**config.mk**
```make
export PLATFORM = sky130hd
export DESIGN_NAME = lb_burst_ctrl
export DESIGN_NICKNAME = d
export VERILOG_FILES = /design/src/rtl/lb_burst_pkg.sv /design/src/rtl/lb_entry_qual.sv /design/src/rtl/lb_band.sv /design/src/rtl/lb_burst_pwm.sv /design/src/rtl/lb_burst_ctrl.sv
export SDC_FILE = /design/constraint.sdc
export NUM_CORES = 1
export LEC_CHECK = 0
export ABC_AREA = 1
export BUFFER_PORTS_ARGS = -buffer_cell sky130_fd_sc_hd__buf_2
export CORE_MARGIN = 4
export CORE_UTILIZATION = 63
export DETAILED_ROUTE_END_ITERATION = 6
export GPL_TIMING_DRIVEN = 0
export PLACE_DENSITY = 0.95
export SKIP_CTS_REPAIR_TIMING = 1
export SYNTH_ARGS = -nofsm -noshare
export SYNTH_HDL_FRONTEND = slang
export SYNTH_SLANG_ARGS = --single-unit
```
**constraint.sdc**
```tcl
create_clock -name clk -period 3.2 [get_ports clk]
set_clock_uncertainty 0.05 [all_clocks]
set_input_delay 0 -clock clk [delete_from_list [all_inputs] [get_ports clk]]
set_output_delay 0 -clock clk [all_outputs]
set_load 0.01 [all_outputs]
```
**src/rtl/lb_burst_pkg.sv**
```systemverilog
package lb_burst_pkg;
  // Synchronous feedback comparator levels, ordered low to high.
  typedef struct packed {
    logic lt_entry;
    logic le_off;
    logic gt_on;
    logic gt_leave;
  } fb_flags_t;

  // Hysteretic band decision for the next bias state.
  typedef enum logic [1:0] {
    BAND_HOLD = 2'd0,
    BAND_RISE = 2'd1,
    BAND_DROP = 2'd2,
    BAND_KILL = 2'd3
  } band_act_t;
endpackage

```
**src/rtl/lb_entry_qual.sv**
```systemverilog
module lb_entry_qual #(
  parameter int QUAL_CYCLES = 240000
) (
  input  logic clk,
  input  logic rst_n,
  input  logic armed,
  input  logic cond_ok,
  output logic qual_hit
);
  localparam int CW = (QUAL_CYCLES > 2) ? $clog2(QUAL_CYCLES) : 1;
  localparam logic [CW-1:0] LAST = CW'(QUAL_CYCLES - 1);

  logic [CW-1:0] run_cnt;

  // Counts qualifying cycles already seen before the current one.
  always_ff @(posedge clk or negedge rst_n) begin
    if (!rst_n) begin
      run_cnt <= '0;
    end else if (!armed || !cond_ok) begin
      run_cnt <= '0;
    end else if (run_cnt != LAST) begin
      run_cnt <= run_cnt + 1'b1;
    end
  end

  assign qual_hit = armed && cond_ok && (run_cnt == LAST);
endmodule

```
**src/rtl/lb_band.sv**
```systemverilog
module lb_band
  import lb_burst_pkg::*;
(
  input  logic      clk,
  input  logic      rst_n,
  input  logic      burst_q,
  input  fb_flags_t fb,
  output logic      sw_en
);
  band_act_t act;

  always_comb begin
    if (!burst_q || fb.gt_leave) act = BAND_KILL;
    else if (fb.gt_on)           act = BAND_RISE;
    else if (fb.le_off)          act = BAND_DROP;
    else                         act = BAND_HOLD;
  end

  always_ff @(posedge clk or negedge rst_n) begin
    if (!rst_n) begin
      sw_en <= 1'b0;
    end else begin
      unique case (act)
        BAND_RISE: sw_en <= 1'b1;
        BAND_DROP: sw_en <= 1'b0;
        BAND_KILL: sw_en <= 1'b0;
        default:   sw_en <= sw_en;
      endcase
    end
  end
endmodule

```
**src/rtl/lb_burst_pwm.sv**
```systemverilog
module lb_burst_pwm #(
  parameter int PERIOD_CYCLES = 192
) (
  input  logic clk,
  input  logic rst_n,
  input  logic sw_en,
  input  logic cs_trip,
  output logic gate
);
  localparam int PW = $clog2(PERIOD_CYCLES);
  localparam logic [PW-1:0] LAST_PH = PW'(PERIOD_CYCLES - 1);
  localparam logic [PW-1:0] HALF_PH = PW'(PERIOD_CYCLES / 2);

  logic [PW-1:0] phase;
  logic          trip_q;
  logic          wrap;

  assign wrap = (phase == LAST_PH);

  always_ff @(posedge clk or negedge rst_n) begin
    if (!rst_n) begin
      phase <= '0;
    end else if (!sw_en) begin
      phase <= '0;
    end else begin
      phase <= wrap ? '0 : phase + 1'b1;
    end
  end

  // Current-limit latch: holds the gate off until the period restarts.
  always_ff @(posedge clk or negedge rst_n) begin
    if (!rst_n) begin
      trip_q <= 1'b0;
    end else if (!sw_en || wrap) begin
      trip_q <= 1'b0;
    end else if (gate && cs_trip) begin
      trip_q <= 1'b1;
    end
  end

  assign gate = sw_en && (phase < HALF_PH) && !trip_q;
endmodule

```
**src/rtl/lb_burst_ctrl.sv**
```systemverilog
module lb_burst_ctrl
  import lb_burst_pkg::*;
#(
  parameter int QUAL_CYCLES   = 240000,
  parameter int PERIOD_CYCLES = 192,
  parameter int VALLEY_W      = 3,
  parameter int ENTRY_VALLEY  = 7
) (
  input  logic                clk,
  input  logic                rst_n,
  input  logic                fb_lt_entry,
  input  logic                fb_gt_on,
  input  logic                fb_le_off,
  input  logic                fb_gt_leave,
  input  logic [VALLEY_W-1:0] valley_set,
  input  logic                cs_burst_trip,
  output logic                burst_on,
  output logic                sw_enable,
  output logic                gate_drv,
  output logic                valley_to_one,
  output logic                prot_mask
);
  localparam logic [VALLEY_W-1:0] ENTRY_V = VALLEY_W'(ENTRY_VALLEY);

  fb_flags_t fb;
  logic      cond_ok;
  logic      qual_hit;
  logic      burst_q;
  logic      force_q;

  assign fb.lt_entry = fb_lt_entry;
  assign fb.le_off   = fb_le_off;
  assign fb.gt_on    = fb_gt_on;
  assign fb.gt_leave = fb_gt_leave;

  assign cond_ok = fb.lt_entry && (valley_set == ENTRY_V);

  lb_entry_qual #(.QUAL_CYCLES(QUAL_CYCLES)) qual_i (
    .clk      (clk),
    .rst_n    (rst_n),
    .armed    (!burst_q),
    .cond_ok  (cond_ok),
    .qual_hit (qual_hit)
  );

  // Mode register: leaving has priority, entry only from normal mode.
  always_ff @(posedge clk or negedge rst_n) begin
    if (!rst_n) begin
      burst_q <= 1'b0;
      force_q <= 1'b0;
    end else begin
      force_q <= 1'b0;
      if (burst_q && fb.gt_leave) begin
        burst_q <= 1'b0;
        force_q <= 1'b1;
      end else if (qual_hit) begin
        burst_q <= 1'b1;
      end
    end
  end

  lb_band band_i (
    .clk     (clk),
    .rst_n   (rst_n),
    .burst_q (burst_q),
    .fb      (fb),
    .sw_en   (sw_enable)
  );

  lb_burst_pwm #(.PERIOD_CYCLES(PERIOD_CYCLES)) pwm_i (
    .clk     (clk),
    .rst_n   (rst_n),
    .sw_en   (sw_enable),
    .cs_trip (cs_burst_trip),
    .gate    (gate_drv)
  );

  assign burst_on      = burst_q;
  assign valley_to_one = force_q;
  assign prot_mask     = burst_q;
endmodule

```
==> impl_metrics.yaml, run 1 <==
finish:
  fin_nets: 265
  syn_to_final_growth_pct: 12.8
  n_antenna_cell: 0
  fin_cells: 283
  nFillCells: 189
  drive_above_1_share_pct: 16.2
synth:
  synth_top_area_share_pct: 44.7
  syn_avg_cell_area_um2: 7.42
  yosys_warnings: 0
  netlist_area_um2: 1680
  netlist_instances: 226
  synthDistinctLibCells: 25
  seq_area_frac_synth_pct: 44.7
  yosysTopAreaCell: "dfrtp_1"
  synth-seq-cells: 30
  synth.top_cells.by_area: "dfrtp_1, nand2_1, inv_1"
  syn_nets: 238
place:
  port_buffers: 14
  dp_hpwl_um: 2370
  dp_cells: 270
  place_congestion: 0.916
clock_network:
  clk_latency_ns: 0.33
  path_clk_slew_ns: 0.10
  cts_made_buffers: 5
  cts_root_buf: "clkbuf_4"
  clock_tree.buffer_depth: 2
  cts_sinks: 30
  cts_tree: "done"
  htree_levels: 2
grt:
  grtUsageTotal_pct: 23.0
  grt_max_degree: 31
  overflow: 0
  grt_antenna_before_repair: 0
  grt_first_pass_wirelength_um: 6050
  grt_pass1_vias: 1427
worst_hold_path:
  hold_class: "in2reg"
timing:
  tightest_slew_ns: 0.646
  slew_violations: 0
  post-route-period-util_pct: 61.0
  relSlewSlack_pct: 56.9
  rsz0062_at_grt: "false"
  hold_viol: 0
  setup_viol: 0
  fmax_mhz: 512
  tns_ns: 0
  fin_crit_ns: 1.95
worst_setup_path:
  cp_slowest_cell: "dlygate4sd3_1"
  critical_path_class: "reg2reg"
  critical_path_arrival_ns: 2.12
  cpMostUsedCell: "dlygate4sd3_1"
  crit_required_ns: 3.37
  worstPathCellList: "a21oi_1 > dlygate4sd3_1 > nor2_1 > dlygate4sd3_1"
  cp-start-kind: "register"
  cpPeakStageDelay_ns: 0.58
  cpLargestDelayFamily: "buffers and inverters"
  crit_fanout: 6
  worstPathBufferInverterCount: 2
  end_kind: "register"
floorplan:
  core_um2: 2500
  floorplan.initialDensity_pct: 67.1
  fp-row-count: 18
  die_w_um: 59.6
  ios: 15
  fp.dieArea_um2: 3550
  die_h_um: 59.6
detailed_routing:
  wire_per_inst_um: 12.1
  finalWirelength_um: 3430
  first_pass_iters: 4
  routed_via_density: 5.33
  drc_errors: 0
  ant_nets: 0
  vias: 1507
  drtIter0Drc: 81
pwr:
  power.leakage_uw: 0.000963
  powerDensity_nw_per_um2: 325
  p_total_uw: 616
  vdd_ir_drop_max_v: 0.000323
outcome:
  status: "completed"
job:
  drv_cap: 0
==> routing by layer <==
layer,part of all wire [%],track usage (%),wire length (um)
met3,5.3,7.19,181
met1,44,30.5,1520
met5,0,0,0
met4,1.8,7.28,61
met2,49,35.9,1670
==> registers in the layout, indices dropped and copies added, names as in the netlist <==
signal / flops
qual_i.run_cnt: 18
pwm_i.phase: 8
band_i.sw_en: 1
burst_on: 1
pwm_i.trip_q: 1
valley_to_one: 1
==> where the power goes <==
group | leakage, uW | internal [uW] | switching [uW] | total (uW)
sequential | 0.000419 | 379 | 0.478 | 380
clock | 0.0000308 | 78.8 | 134 | 212
combinational | 0.000513 | 9.62 | 13.8 | 23.5
==> cell usage after synthesis <==
| library cell | count |
|---|---|
| buf_4 | 1 |
| nor2_2 | 7 |
| nand4_1 | 4 |
| ha_1 | 2 |
| nor2_4 | 1 |
| o21ai_0 | 5 |
| nand4_2 | 1 |
| dfrtp_1 | 30 |
| nand3_1 | 25 |
| nand2_2 | 4 |
| o21ai_1 | 2 |
| nor3_4 | 1 |
| or2_2 | 2 |
| buf_2 | 1 |
| nor3b_2 | 1 |
| xor2_1 | 3 |
| nand3_2 | 1 |
| xnor2_1 | 1 |
| nand2_1 | 53 |
| o21bai_1 | 1 |
| nor2_1 | 30 |
| nand3b_1 | 1 |
| a21oi_1 | 7 |
| nor3_1 | 5 |
| inv_1 | 37 |
==> through the flow <==
stage	area [um^2]	hold slack [ns]	worst slack [ns]	util, %
after floorplan	1680	-0.346	1.87	-
after global placement	1790	0.0110	1.70	71.4
after detailed placement	1790	0.0134	1.66	71.4
after CTS	1830	-0.360	1.64	73.3
after global routing	1890	0.0166	1.21	75.7
final	1890	0.00325	1.25	75.7
==> placed cells by master (no fill, tap or decap) <==
master,Yosys,routed
nor2_2,7,7
nand4_2,1,1
clkbuf_4,0,5
o21bai_1,1,1
o21ai_0,5,5
nor3b_2,1,1
nor2_4,1,1
buf_2,1,15
xnor2_1,1,1
xor2_1,3,3
nand3_1,25,25
dfrtp_1,30,30
o21ai_1,2,2
dlygate4sd3_1,0,6
nand2_1,53,53
buf_4,1,1
nor3_1,5,5
a21oi_1,7,7
nor3_4,1,1
nor2_1,30,30
nand3_2,1,1
nand4_1,4,4
nand3b_1,1,1
ha_1,2,2
nand2_2,4,4
clkinv_2,0,2
inv_1,37,37
or2_2,2,2
==> kinds of logic after synthesis <==
group                    Yosys count  synth area share, %
AND/OR/NAND/NOR                  136                 38.0
buffers and inverters             39                 9.02
flip-flops                        30                 44.7
AO/OA/AOI/OAI                     15                 4.62
XOR/XNOR                           4                 2.09
adder cells (fa/ha/maj)            2                 1.49
==> worst reg2reg max path, cell delays in order (launching register included) <==
cell and delay, ns:
dfrtp_1 0.45, a21oi_1 0.18, dlygate4sd3_1 0.58, nor2_1 0.04, dlygate4sd3_1 0.54
==> area by class of cell <==
cell class / instances / area [um^2] / share of cell area [%]
well taps: 30 / 37.5 / 1.98
clock inverters: 2 / 10.0 / 0.529
clock buffers: 5 / 37.5 / 1.98
repair buffers: 20 / 130 / 6.87
plain buffers: 2 / 12.5 / 0.661
multi-input cells: 157 / 776 / 41.0
inverters: 37 / 139 / 7.34
flip-flops and latches: 30 / 751 / 39.7
==> worst paths after layout <==
kind                       slack, ns  depth (start not counted)                  to            from
max reg2reg                     1.25                          4        band_i.sw_en    band_i.sw_en
max in group asynchronous       2.51                          2   qual_i.run_cnt[4]           rst_n
min                            0.003                          5  qual_i.run_cnt[15]   valley_set[2]
min reg2reg                     0.42                          1      pwm_i.phase[0]  pwm_i.phase[0]
min in group asynchronous       0.17                          2  qual_i.run_cnt[11]           rst_n
max                             1.25                          4        band_i.sw_en    band_i.sw_en
(Power assumes the default switching activity.)
==> inputs of run 2 (changes only) <==
--- a/config.mk
+++ b/config.mk
@@ -8,10 +8,10 @@
 export ABC_AREA = 1
 export BUFFER_PORTS_ARGS = -buffer_cell sky130_fd_sc_hd__buf_2
 export CORE_MARGIN = 4
-export CORE_UTILIZATION = 63
+export CORE_UTILIZATION = 58
 export DETAILED_ROUTE_END_ITERATION = 6
 export GPL_TIMING_DRIVEN = 0
-export PLACE_DENSITY = 0.95
+export PLACE_DENSITY = 0.9
 export SKIP_CTS_REPAIR_TIMING = 1
 export SYNTH_ARGS = -nofsm -noshare
 export SYNTH_HDL_FRONTEND = slang
==> constraint.sdc (replaced) <==
create_clock -name clk -period 1.9 [get_ports clk]
set_clock_uncertainty 0.05 [all_clocks]
set_input_delay 0 -clock clk [delete_from_list [all_inputs] [get_ports clk]]
set_output_delay 0 -clock clk [all_outputs]
set_load 0.01 [all_outputs]
==> run 2 against run 1 <==
  * Global-route usage decreased by 1.8 points
  * Worst hold slack improved by 0.013 ns
  * Clock-buffer cell count increased by 1
  * Final area increased by 2.9%
  * Critical endpoint is now qual_i.run_cnt[7]
==> impl_metrics.yaml, run 2 (synthesis gave the netlist of run 1 again) <==
timing:
  tightest_slew_ns: 0.666
  tns_ns: 0
  rsz0062_at_grt: "false"
  slew_violations: 0
  relSlewSlack_pct: 55.6
  hold_viol: 0
  post-route-period-util_pct: 83.6
  setup_viol: 0
  fin_crit_ns: 1.59
  fmax_mhz: 630
worst_hold_path:
  holdPathEnd: "qual_i.run_cnt[9]"
  hp-start: "valley_set[2]"
  min_path_cells: 5
  hold_class: "in2reg"
grt:
  grt_first_pass_wirelength_um: 5980
  grtUsageTotal_pct: 21.2
  grt_antenna_before_repair: 0
  overflow: 0
  grt_pass1_vias: 1413
  grt_max_degree: 31
finish:
  final_common_cell: "nand2_1"
  fin_cells: 284
  top_regs: "qual_i.run_cnt: 18 flops, pwm_i.phase: 8 flops"
  syn_to_final_growth_pct: 16.1
  regMostFlops: "qual_i.run_cnt"
  fin_nets: 264
  drive_above_1_share_pct: 16.6
  n_antenna_cell: 0
  largest_reg_flops: 18
  final_cell_mix: "nand2_1, inv_1, nor2_1, dfrtp_1, nand3_1"
detailed_routing:
  drtIter0Drc: 81
  ant_nets: 0
  vias: 1519
  drc_errors: 0
  routed_via_density: 5.35
  wire_per_inst_um: 13.1
  finalWirelength_um: 3730
  first_pass_iters: 4
floorplan:
  die_h_um: 61.8
  core_um2: 2760
  fp-row-count: 19
  die_w_um: 61.8
  floorplan.initialDensity_pct: 60.8
  ios: 15
  fp.dieArea_um2: 3820
worst_setup_path:
  r2r-start: "qual_i.run_cnt[0]"
  crit_required_ns: 2.08
  cpLargestDelayFamily: "simple AND/OR/NAND/NOR gates"
  critical_path_class: "reg2reg"
  cp-start-kind: "register"
  worstPathBufferInverterCount: 2
  cp_slowest_cell: "dfrtp_1"
  r2r-end: "qual_i.run_cnt[7]"
  end_kind: "register"
  crit_fanout: 7
  critical_path_arrival_ns: 1.77
  cpPeakStageDelay_ns: 0.45
  r2r_slack_ns: 0.31
  reg2regPathDepth: 8
  worstPathCellList: "ha_1 > nand2_1 > nor2_2 > inv_1 > nor2_1 > nand4_2 > nand2_1 > inv_1"
clock_network:
  cts_root_buf: "clkbuf_4"
  cts_made_buffers: 5
  clock_tree.buffer_depth: 2
  cts_sinks: 30
  htree_levels: 2
  path_clk_slew_ns: 0.10
  cts_tree: "done"
  clk_latency_ns: 0.33
pwr:
  vdd_ir_drop_max_v: 0.000865
  p_total_uw: 1350
  power.leakage_uw: 0.000984
  powerDensity_nw_per_um2: 695
place:
  dp_hpwl_um: 2540
  dp_cells: 271
  port_buffers: 14
  place_congestion: 0.902
job:
  drv_cap: 0
outcome:
  status: "completed"
run 2: through the flow:
stage | instance area (um^2) | hold slack (ns) | utilization, % | worst slack (ns)
final | 1950 | 0.0161 | 70.6 | 0.312
after CTS | 1900 | -0.344 | 68.8 | 0.353
after global placement | 1790 | 0.0132 | 64.8 | 0.393
after global routing | 1950 | 0.0344 | 70.6 | 0.115
after detailed placement | 1790 | 0.0113 | 64.8 | 0.371
after floorplan | 1680 | -0.346 | - | 0.567
run 2: where the power goes:
group          internal (uW)  total, uW  switching [uW]  leakage [uW]
sequential               639        640           0.947      0.000419
clock                    446        674             228     0.0000585
combinational           16.2       40.2            24.0      0.000506
run 2: worst reg2reg max path: stages, from the launching register on:
cell and delay [ns]:
dfrtp_1 0.45, ha_1 0.19, nand2_1 0.09, nor2_2 0.14
inv_1 0.06, nor2_1 0.15, nand4_2 0.22, nand2_1 0.11
inv_1 0.04
run 2: worst max-delay path by stage:
stage / startpoint / to / slack (ns) / cells after the start
2_1_floorplan: qual_i.run_cnt[0] / qual_i.run_cnt[7] / 0.57 / 8
3_3_place_gp: qual_i.run_cnt[0] / qual_i.run_cnt[7] / 0.39 / 8
3_5_place_dp: qual_i.run_cnt[0] / qual_i.run_cnt[7] / 0.37 / 8
4_1_cts: qual_i.run_cnt[0] / qual_i.run_cnt[7] / 0.35 / 8
5_1_grt: qual_i.run_cnt[0] / qual_i.run_cnt[7] / 0.11 / 8
6_report: qual_i.run_cnt[0] / qual_i.run_cnt[7] / 0.31 / 8
run 2: final cells by class:
| class | count | area, um^2 |
|---|---|---|
| timing repair buffer | 19 | 120 |
| sequential | 30 | 751 |
| tap | 31 | 38.8 |
| buffer | 2 | 12.5 |
| inverter | 37 | 139 |
| multi-input combinational | 157 | 776 |
| clock inverter | 2 | 60.1 |
| fill | 218 | 810 |
| clock buffer | 6 | 51.3 |
run 2: layer usage:
layer  share of wire [%]  global-route usage [%]
met1                  42                    26.5
met4                 2.1                    10.3
met3                 4.5                    3.72
met5                   0                       0
met2                  51                    35.4
==> inputs of run 3 (changes only) <==
==> constraint.sdc (replaced) <==
create_clock -name clk -period 1.5 [get_ports clk]
set_clock_uncertainty 0.05 [all_clocks]
set_input_delay 0 -clock clk [delete_from_list [all_inputs] [get_ports clk]]
set_output_delay 0 -clock clk [all_outputs]
set_load 0.01 [all_outputs]
==> run 3 against run 2 <==
  * Sequential share of layout area fell by 1.6 points
  * Combinational power is 28% higher
  * Critical path depth down 1
  * Final area rose by 4.7%
  * First-iteration DRC count decreased by 8.6%
  * Wire length up 11%
  * Worst setup slack lost 0.27 ns
  * Maximum frequency is 8.7% higher
  * Flip-flop and latch count unchanged
  * Via count increased by 3.8%
  * Cell count up 1.4%
==> impl_metrics.yaml, run 3 (synthesis gave the netlist of run 1 again) <==
finish:
  syn_to_final_growth_pct: 21.6
  register_area_um2: 753
  top_regs: "qual_i.run_cnt: 18 flops, pwm_i.phase: 8 flops"
  nFillCells: 197
  n_antenna_cell: 0
  largest_reg_flops: 18
  regMostFlops: "qual_i.run_cnt"
  fin_nets: 268
  final_common_cell: "nand2_1"
  fin_cells: 288
  final_cell_mix: "nand2_1, inv_1, nor2_1"
  multiInputGateArea_um2: 831
  drive_above_1_share_pct: 21.8
detailed_routing:
  first_pass_iters: 4
  wire_per_inst_um: 14.3
  drtIter0Drc: 74
  ant_nets: 0
  routed_via_density: 5.48
  drc_errors: 0
  vias: 1577
  finalWirelength_um: 4130
floorplan:
  fp-row-count: 19
  ios: 15
  die_w_um: 61.8
  die_h_um: 61.8
  core_um2: 2760
  fp.dieArea_um2: 3820
  floorplan.initialDensity_pct: 60.8
timing:
  post-route-period-util_pct: 97.4
  tightest_slew_ns: 0.661
  fin_crit_ns: 1.46
  fmax_mhz: 685
  slew_violations: 0
  tns_ns: 0
  setup_viol: 0
  hold_viol: 0
  relSlewSlack_pct: 56.0
  holdWs_ns: 0.00986
  rsz0062_at_grt: "true"
worst_setup_path:
  worstPathCellList: "ha_4 > nand2_2 > nor2_2 > buf_4 > or2_2 > nand3_1 > nand2_1"
  cpPeakStageDelay_ns: 0.46
  cp_slowest_cell: "dfrtp_2"
  critical_path_arrival_ns: 1.64
  crit_fanout: 6
  critical_path_class: "reg2reg"
  reg2regPathDepth: 7
  crit_required_ns: 1.68
  crit_end: "qual_i.run_cnt[4]"
  crit_start: "qual_i.run_cnt[0]"
  cp-start-kind: "register"
  r2r_slack_ns: 0.04
  r2r-start: "qual_i.run_cnt[0]"
  r2r-end: "qual_i.run_cnt[4]"
  end_kind: "register"
grt:
  grt_antenna_before_repair: 0
  grtUsageTotal_pct: 21.2
  overflow: 0
  grt_pass1_vias: 1413
  grt_max_degree: 31
  grt_first_pass_wirelength_um: 5980
pwr:
  powerDensity_nw_per_um2: 843
  power.leakage_uw: 0.000996
  vdd_ir_drop_max_v: 0.00101
clock_network:
  clock_tree.buffer_depth: 2
  clk_latency_ns: 0.33
  cts_made_buffers: 5
  cts_root_buf: "clkbuf_4"
  cts_tree: "done"
  path_clk_slew_ns: 0.10
  htree_levels: 2
  cts_sinks: 30
job:
  drv_cap: 0
place:
  dp_cells: 271
  port_buffers: 14
  dp_hpwl_um: 2540
  place_congestion: 0.902
outcome:
  status: "completed"
worst_hold_path:
  hold_class: "in2reg"
[run 3: stage by stage]
step | utilization (%) | total power [uW] | setup WS [ns] | cell area, um^2
floorplan | - | 837 | 0.167 | 1680
CTS | 68.8 | 1710 | -0.0469 | 1900
global route | 74.0 | 1770 | -0.0406 | 2040
finish | 74.0 | 1720 | 0.0393 | 2040
detailed placement | 64.8 | 867 | -0.0292 | 1790
global placement | 64.8 | 866 | -0.00661 | 1790
[run 3: cell type report]
cell class | count | share of cell area [%]
plain buffers | 2 | 0.613
clock buffers | 6 | 2.52
clock inverters | 2 | 2.94
inverters | 37 | 6.81
multi-input cells | 157 | 40.7
flip-flops and latches | 30 | 36.9
well taps | 31 | 1.90
repair buffers | 23 | 7.55
[run 3: worst min-delay path by stage]
stage                       start                end  slack [ns]  depth (start not counted)
finish              valley_set[2]  qual_i.run_cnt[9]        0.01                          5
global route        valley_set[2]  qual_i.run_cnt[9]        0.04                          5
CTS                         rst_n  qual_i.run_cnt[3]       -0.34                          1
detailed placement          rst_n      valley_to_one        0.01                          1
global placement            rst_n      valley_to_one        0.01                          1
floorplan                   rst_n       band_i.sw_en       -0.35                          0
[run 3: critical path: cells and delay by family (launching register included)]
family,cells,cell delay (ns)
buffers and inverters,1,0.13
adders and majority gates,1,0.17
DFF,1,0.46
and+or+nand+nor,5,0.55
[run 3: power breakdown]
part	switching, uW	internal (uW)	total [uW]
registers	1.50	809	811
clock network	293	565	857
logic	30.6	20.9	51.5
total	325	1390	1720
[run 3: metal layers]
metal | vias to the layer above | wire (um) | track usage, %
li1 | 771 | - | -
met5 | - | 0 | 0
met1 | 741 | 1710 | 26.5
met3 | 12 | 200 | 3.72
met2 | 53 | 2130 | 35.4
met4 | 0 | 89 | 10.3
